`src/rtl/spi_regport_pkg.sv`:
```
package spi_regport_pkg;

  // Position of the flags inside the command byte
  localparam int CMD_READ_BIT  = 7;
  localparam int CMD_BURST_BIT = 0;

  // Which byte of an access is being received
  typedef enum logic [1:0] {
    PH_CMD  = 2'd0,
    PH_ADDR = 2'd1,
    PH_DATA = 2'd2
  } phase_e;

endpackage

```
`src/rtl/spi_edge_sync.sv`:
```
module spi_edge_sync #(
  parameter int SYNC_STAGES = 2
) (
  input  logic clk,
  input  logic rst,
  input  logic cpol,
  input  logic cpha,
  input  logic sck,
  input  logic cs_n,
  input  logic mosi,
  output logic cs_act,
  output logic sample_stb,
  output logic shift_stb,
  output logic mosi_bit
);

  localparam int TOP = SYNC_STAGES - 1;

  logic [SYNC_STAGES-1:0] sck_p, cs_p, mosi_p;
  logic                   sck_q;
  logic                   sck_norm, lead, trail;

  // Synchronizer chains, all pins delayed alike so MOSI lines up with SCK
  always_ff @(posedge clk) begin
    if (rst) begin
      sck_p  <= '0;
      cs_p   <= '1;
      mosi_p <= '0;
      sck_q  <= 1'b0;
    end else begin
      sck_p  <= {sck_p[SYNC_STAGES-2:0], sck};
      cs_p   <= {cs_p[SYNC_STAGES-2:0], cs_n};
      mosi_p <= {mosi_p[SYNC_STAGES-2:0], mosi};
      sck_q  <= sck_norm;
    end
  end

  // Normalise so the idle level is always 0: leading edge is then a rise
  assign sck_norm   = sck_p[TOP] ^ cpol;
  assign lead       = sck_norm & ~sck_q;
  assign trail      = ~sck_norm & sck_q;
  assign cs_act     = ~cs_p[TOP];
  assign sample_stb = cs_act & (cpha ? trail : lead);
  assign shift_stb  = cs_act & (cpha ? lead : trail);
  assign mosi_bit   = mosi_p[TOP];

endmodule

```
`src/rtl/spi_byte_shifter.sv`:
```
module spi_byte_shifter #(
  parameter int DATA_W = 8
) (
  input  logic              clk,
  input  logic              rst,
  input  logic              cs_act,
  input  logic              sample_stb,
  input  logic              shift_stb,
  input  logic              mosi_bit,
  input  logic [DATA_W-1:0] tx_load,
  output logic              byte_done,
  output logic [DATA_W-1:0] rx_byte,
  output logic              miso
);

  localparam int CNT_W = $clog2(DATA_W);
  localparam logic [CNT_W-1:0] LAST = CNT_W'(DATA_W - 1);

  logic [CNT_W-1:0]  bit_cnt;
  logic [DATA_W-1:0] rx_sr, tx_sr, rx_next;

  assign rx_next = {rx_sr[DATA_W-2:0], mosi_bit};

  always_ff @(posedge clk) begin
    if (rst || !cs_act) begin
      bit_cnt   <= '0;
      rx_sr     <= '0;
      tx_sr     <= '0;
      rx_byte   <= '0;
      byte_done <= 1'b0;
    end else begin
      byte_done <= 1'b0;
      if (sample_stb) begin
        rx_sr <= rx_next;
        if (bit_cnt == LAST) begin
          bit_cnt   <= '0;
          byte_done <= 1'b1;
          rx_byte   <= rx_next;
        end else begin
          bit_cnt <= bit_cnt + 1'b1;
        end
      end
      // A drive edge with the counter at 0 puts out the first bit of a byte
      if (shift_stb) begin
        if (bit_cnt == '0) tx_sr <= tx_load;
        else               tx_sr <= {tx_sr[DATA_W-2:0], 1'b0};
      end
    end
  end

  assign miso = tx_sr[DATA_W-1];

endmodule

```
`src/rtl/spi_txn_ctrl.sv`:
```
module spi_txn_ctrl
  import spi_regport_pkg::*;
#(
  parameter int ADDR_W = 8,
  parameter int DATA_W = 8
) (
  input  logic              clk,
  input  logic              rst,
  input  logic              cs_act,
  input  logic              byte_done,
  input  logic [DATA_W-1:0] rx_byte,
  input  logic [DATA_W-1:0] reg_rd_data,
  output logic [DATA_W-1:0] tx_load,
  output logic              burst,
  output logic              reg_wr_en,
  output logic [ADDR_W-1:0] reg_wr_addr,
  output logic [DATA_W-1:0] reg_wr_data,
  output logic              reg_rd_en,
  output logic [ADDR_W-1:0] reg_rd_addr
);

  localparam logic [ADDR_W-1:0] ONE = ADDR_W'(1);

  phase_e            phase;
  logic              is_read;
  logic              data_seen;
  logic              rd_pend;
  logic [ADDR_W-1:0] addr;
  logic [ADDR_W-1:0] addr_inc;

  assign addr_inc = addr + ONE;

  always_ff @(posedge clk) begin
    if (rst) begin
      phase       <= PH_CMD;
      is_read     <= 1'b0;
      burst       <= 1'b0;
      data_seen   <= 1'b0;
      rd_pend     <= 1'b0;
      addr        <= '0;
      tx_load     <= '0;
      reg_wr_en   <= 1'b0;
      reg_wr_addr <= '0;
      reg_wr_data <= '0;
      reg_rd_en   <= 1'b0;
      reg_rd_addr <= '0;
    end else begin
      reg_wr_en <= 1'b0;
      reg_rd_en <= 1'b0;
      rd_pend   <= reg_rd_en;
      if (rd_pend) tx_load <= reg_rd_data;
      if (!cs_act) begin
        phase     <= PH_CMD;
        data_seen <= 1'b0;
        rd_pend   <= 1'b0;
        tx_load   <= '0;
      end else if (byte_done) begin
        unique case (phase)
          PH_CMD: begin
            is_read <= rx_byte[CMD_READ_BIT];
            burst   <= rx_byte[CMD_BURST_BIT];
            phase   <= PH_ADDR;
          end
          PH_ADDR: begin
            addr  <= rx_byte[ADDR_W-1:0];
            phase <= PH_DATA;
            if (is_read) begin
              reg_rd_en   <= 1'b1;
              reg_rd_addr <= rx_byte[ADDR_W-1:0];
            end
          end
          default: begin
            data_seen <= 1'b1;
            if (is_read) begin
              // Non-burst read keeps the fetched byte and resends it
              if (burst) begin
                addr        <= addr_inc;
                reg_rd_en   <= 1'b1;
                reg_rd_addr <= addr_inc;
              end
            end else if (!data_seen || burst) begin
              reg_wr_en   <= 1'b1;
              reg_wr_addr <= addr;
              reg_wr_data <= rx_byte;
              if (burst) addr <= addr_inc;
            end
          end
        endcase
      end
    end
  end

endmodule

```
`src/rtl/spi_reg_port.sv`:
```
module spi_reg_port #(
  parameter int ADDR_W      = 8,
  parameter int DATA_W      = 8,
  parameter int SYNC_STAGES = 2
) (
  input  logic              clk,
  input  logic              rst,
  input  logic              cpol,
  input  logic              cpha,
  input  logic              sck,
  input  logic              cs_n,
  input  logic              mosi,
  output logic              miso,
  output logic              reg_wr_en,
  output logic [ADDR_W-1:0] reg_wr_addr,
  output logic [DATA_W-1:0] reg_wr_data,
  output logic              reg_rd_en,
  output logic [ADDR_W-1:0] reg_rd_addr,
  input  logic [DATA_W-1:0] reg_rd_data
);

  logic              cs_act, sample_stb, shift_stb, mosi_bit;
  logic              byte_done, burst;
  logic [DATA_W-1:0] rx_byte, tx_load;

  spi_edge_sync #(.SYNC_STAGES(SYNC_STAGES)) u_sync (
    .clk        (clk),
    .rst        (rst),
    .cpol       (cpol),
    .cpha       (cpha),
    .sck        (sck),
    .cs_n       (cs_n),
    .mosi       (mosi),
    .cs_act     (cs_act),
    .sample_stb (sample_stb),
    .shift_stb  (shift_stb),
    .mosi_bit   (mosi_bit)
  );

  spi_byte_shifter #(.DATA_W(DATA_W)) u_shift (
    .clk        (clk),
    .rst        (rst),
    .cs_act     (cs_act),
    .sample_stb (sample_stb),
    .shift_stb  (shift_stb),
    .mosi_bit   (mosi_bit),
    .tx_load    (tx_load),
    .byte_done  (byte_done),
    .rx_byte    (rx_byte),
    .miso       (miso)
  );

  spi_txn_ctrl #(.ADDR_W(ADDR_W), .DATA_W(DATA_W)) u_ctrl (
    .clk         (clk),
    .rst         (rst),
    .cs_act      (cs_act),
    .byte_done   (byte_done),
    .rx_byte     (rx_byte),
    .reg_rd_data (reg_rd_data),
    .tx_load     (tx_load),
    .burst       (burst),
    .reg_wr_en   (reg_wr_en),
    .reg_wr_addr (reg_wr_addr),
    .reg_wr_data (reg_wr_data),
    .reg_rd_en   (reg_rd_en),
    .reg_rd_addr (reg_rd_addr)
  );

endmodule

```
`config.mk`:
```
export PLATFORM = sky130hd
export DESIGN_NAME = spi_reg_port
export DESIGN_NICKNAME = d
export VERILOG_FILES = /design/src/rtl/spi_regport_pkg.sv /design/src/rtl/spi_edge_sync.sv /design/src/rtl/spi_byte_shifter.sv /design/src/rtl/spi_txn_ctrl.sv /design/src/rtl/spi_reg_port.sv
export SDC_FILE = /design/constraint.sdc
export NUM_CORES = 1
export LEC_CHECK = 0
export CELL_PAD_IN_SITES_DETAIL_PLACEMENT = 1
export CELL_PAD_IN_SITES_GLOBAL_PLACEMENT = 1
export CORE_MARGIN = 5
export CORE_UTILIZATION = 48
export CTS_BUF_LIST = sky130_fd_sc_hd__clkbuf_2 sky130_fd_sc_hd__clkbuf_4 sky130_fd_sc_hd__clkbuf_8
export DETAILED_ROUTE_END_ITERATION = 10
export PLACE_DENSITY_LB_ADDON = 0.1
export SYNTH_ARGS = -nofsm -noshare
export SYNTH_HDL_FRONTEND = slang
export SYNTH_SLANG_ARGS = --single-unit
```
`constraint.sdc`:
```
create_clock -name clk -period 4.05 [get_ports clk]
set_clock_uncertainty 0.15 [all_clocks]
set_input_delay 0.405 -clock clk [delete_from_list [all_inputs] [get_ports clk]]
set_output_delay 0.405 -clock clk [all_outputs]
set_load 0.01 [all_outputs]
```
==> reports/summary.md <==
The signal on the critical path passes through ha_1 -> ha_1 -> or4b_4 -> mux2i_4 -> mux2i_1 -> nor2_1. In this run the worst path has a maximum fanout of 9. For the TritonCTS sink count, the log shows 82. Summed over all layers, the global routing overflow is 0.

The row count is 30, and the area of the core region is 6760 µm². In this run the worst setup path terminates at u_shift.rx_byte[7]$_SDFFE_PP0P_. Counting the buffers created by CTS gives 9. The logs give 5360 µm for the HPWL after detailed placement and 0 for the total count of hold-check failures in the final report. The largest individual stage delay along the critical path comes from the cell or4b_4.

In this run the critical register-to-register path is launched from u_shift.bit_cnt[0]$_SDFFE_PP0N_. Total power for the finished layout comes to 0.00152 W. The height of the die was 93.3 µm; the clock-pin slew on the worst setup and hold paths was 80 ps.

The number of input and output port buffers inserted is 41, and the worst slew margin relative to its limit is 32.3%. During synthesis, Yosys emitted a total of 0 warnings. The cell count of the worst reg-to-reg path was 6; the remaining number of nets flagged by the antenna check after routing was 0. Largest delay contributor family on the critical path: multiplexers. At the worst endpoint, the arrival time is 2330 ps. For this run, the top clock speed supported by timing is 439 MHz. Once the floorplan was initialized, standard cells occupied 49.3% of the core. For this run, the post-layout net count is 393. After clock tree synthesis, the flow added hold-fix buffers numbering 0. The proportion of register bits with asynchronous set or reset after synthesis was 0%; the number of max-slew violations in the final report was 0.

The final weighted congestion of routability-driven global placement is 0.815, and the utilization of the core after routing is 59.1%. The combined global-route utilization of all metal layers is 19.6%, and the maximum buffer depth of the clock tree is 2. The first global-routing pass estimated 13400 µm of wire. The tool flagged a number of max-cap violations equal to 0. The cell at the root of the clock tree was clkbuf_8. The setup total negative slack is 0 ps, and the synthesized area divided by synthesized cell count is 9.85 µm².

Hold timing on the final database bottoms out at a slack of 273 ps. Counting every net in the synthesized netlist gives 357. The detail-routed via count per cell is 5.61. The run gives 44 as the maximum number of pins on one net before global-route repair. The synthesis-stage register bit count works out to 82.

The filler cell count is 757, and the routed length per placed instance is 17.5 µm. The final period utilization works out to 56.3%. CTS built an H-tree with a depth of 3. Capture instance of the worst register-to-register path: u_shift.rx_byte[7]$_SDFFE_PP0P_.

The detailed-route via count was 2575. Setup repair after global routing left no endpoint under its margin. IR analysis of the VDD net gives a maximum drop of 0.196 mV. The repair_antennas step left the layout with diodes totalling 0.

The count of TritonRoute iterations in the first routing pass was 5; the measured slew at the worst slew-check pin was 1010 ps. The width of the die was 93.3 µm. The tools report the launching element of the worst setup path as u_shift.bit_cnt[0]$_SDFFE_PP0N_. The type of the setup path with the least slack was register to register. The via count of the first global-routing pass was 2689. The flow ran to the end, and the final reports show no timing, DRC or antenna violations.

Synthesis handed over a netlist of 338 instances. Buffers plus inverters on the worst setup path: 0. The data required time at the worst endpoint came out at 4100 ps. Synthesis instantiated 50 different standard cells from the library. In this design, the critical path's most frequently occurring cell is ha_1.

The detailed router finished its first iteration with 97 violations. For this design the ratio of total power to cell area is 380 nW/µm². The kind of launch point of the worst setup path was a register. The depth of the worst hold-timing path is 1. TritonCTS built the clock tree. During I/O placement, the number of pins put on the boundary was 42.

Summed over all layers, the routed wires come to 8030 µm. The worst setup path is captured at a register. Counting buffers and inverters, the worst setup path is 6 cells deep. The clock latency at the later pin of the worst-skew pair was 350 ps; the area added between synthesis and finish was 20.0%. Summing all multi-input logic gate instances after layout gives 1580 µm².

The most used flip-flop cell after synthesis is dfxtp_1. The flop-to-flop setup slack was 1770 ps; the reported leakage power was 1.43 nW. For this run, the slowest stage of the critical path takes 490 ps.

The final routed DRC violation total is 0, and the minimum clock period is 2280 ps. The tools report the quantity of gates resized following cts as 0. The number of enable-type register cells in the synthesized netlist is 0, and the storage element area is 1640 µm². The proportion of layout cells with a drive suffix above 1 works out to 7.92%.

The register area share after synthesis is 49.3%, and the overall die area is 8700 µm². The number of antenna violations at the first check in global routing came out at 0. Setup violations remaining at the end of the flow were counted as 0.

The path class of the tightest hold or removal check is register to register. The number of setup buffers added after CTS is 0. In this run the cell area of the synthesized design comes to 3330 µm².
==> registers in the layout, summed over array words and instances (netlist names), 2 cells and up <==
register	cells
u_ctrl.addr	8
u_ctrl.phase	2
u_ctrl.reg_rd_addr	8
u_ctrl.reg_wr_addr	8
u_ctrl.reg_wr_data	8
u_ctrl.tx_load	8
u_shift.bit_cnt	3
u_shift.rx_byte	8
u_shift.rx_sr	7
u_shift.tx_sr	8
u_sync.cs_p	2
u_sync.mosi_p	2
u_sync.sck_p	2
==> cells in the mapped netlist (2+ instances only) <==
cell	instances	area share, %
o21ai_0	9	1.4
a211oi_1	5	1.1
nor2_1	59	6.7
xor2_1	2	0.53
ha_1	4	1.5
a21oi_1	15	2.3
o41ai_1	2	0.53
nand2_1	11	1.2
buf_4	2	0.45
mux2_2	2	0.68
o32ai_1	2	0.53
nand3_1	8	1.2
nor3_1	5	0.75
o221a_1	3	1.0
xnor2_1	4	1.1
and2_1	3	0.56
or2_2	2	0.38
inv_1	6	0.68
buf_1	2	0.23
and3_1	2	0.38
o31ai_1	2	0.45
a31o_1	3	0.79
nand2b_1	5	0.94
dfxtp_1	82	49
or3_1	2	0.38
nor3b_1	3	0.68
mux2i_1	51	15
nor2b_1	8	1.5
clkbuf_1	9	1.0
buf_2	5	0.75
==> worst register-to-register path, stage by stage (launching register included) <==
cell	delay [ps]
dfxtp_1	390
ha_1	170
ha_1	220
or4b_4	490
mux2i_4	400
mux2i_1	250
nor2_1	60
==> through the flow <==
stage / cell area (µm²) / worst slack (ps) / std cells
final: 4000 / 1770 / 459
after global routing: 4000 / 1620 / 459
after CTS: 4000 / 1770 / 459
after detailed placement: 3780 / 1540 / 443
after global placement: 3780 / 1590 / 443
after floorplan: 3330 / 2070 / 338
==> cells in the final DEF (no fill, tap or decap), types with 4 or more instances in the layout <==
master           synthesis  routed
xnor2_1                  4       4
nand2b_1                 5       5
nor3_1                   5       5
mux2i_1                 51      51
nor2b_1                  8       8
clkbuf_8                 0       9
nand2_1                 11      11
o21ai_0                  9       9
clkdlybuf4s50_1          0      41
nor2_1                  59      59
nand3_1                  8       8
a211oi_1                 5       5
dfxtp_1                 82      82
inv_1                    6       6
a21oi_1                 15      15
ha_1                     4       4
==> power breakdown <==
| group | switching (W) | total [W] | internal [W] |
|---|---|---|---|
| sequential | 0.00000297 | 0.000813 | 0.000810 |
| clock | 0.000289 | 0.000650 | 0.000360 |
| combinational | 0.0000292 | 0.0000556 | 0.0000264 |
| total | 0.000321 | 0.00152 | 0.00120 |
==> layer usage <==
| layer | vias up | wire length [µm] | GRT usage, % |
|---|---|---|---|
| met5 | - | 0 | 0 |
| met4 | 0 | 166 | 8.30 |
| met3 | 14 | 290 | 2.98 |
| met2 | 42 | 3710 | 31.9 |
| met1 | 1275 | 3860 | 25.9 |
| li1 | 1244 | - | - |
==> logic make-up (layout without fill, tap and decap cells) <==
logic type / after synthesis / after routing / synth area share, %
and+or+nand+nor: 118 / 118 / 17.4
DFF: 82 / 82 / 49.3
muxes: 54 / 54 / 16.7
AOI/OAI and AO/OA: 48 / 48 / 9.96
buffers and inverters: 26 / 67 / 3.57
xor gates and xnor gates: 6 / 6 / 1.58
adders and majority gates: 4 / 4 / 1.50
==> layout make-up <==
type                    count  area share (%)
flip-flops and latches     82            41.1
multi-input cells         230            39.5
repair buffers             44            10.8
clock buffers              11            3.48
well taps                  80            2.50
clock inverters             5            1.97
inverters                   7           0.657
==> how the worst min path moves through the flow <==
stage,startpoint,to,slack [ps]
after global placement,u_sync.cs_p[0]$_SDFF_PP1_,u_sync.cs_p[1]$_SDFF_PP1_,260
after global routing,u_sync.sck_p[0]$_SDFF_PP0_,u_sync.sck_p[1]$_SDFF_PP0_,320
after detailed placement,u_sync.cs_p[0]$_SDFF_PP1_,u_sync.cs_p[1]$_SDFF_PP1_,250
after CTS,u_sync.cs_p[0]$_SDFF_PP1_,u_sync.cs_p[1]$_SDFF_PP1_,280
after floorplan,u_sync.cs_p[0]$_SDFF_PP1_,u_sync.cs_p[1]$_SDFF_PP1_,240
final,u_sync.cs_p[0]$_SDFF_PP1_,u_sync.cs_p[1]$_SDFF_PP1_,270
No activity file was read; power rests on OpenSTA's default activity.
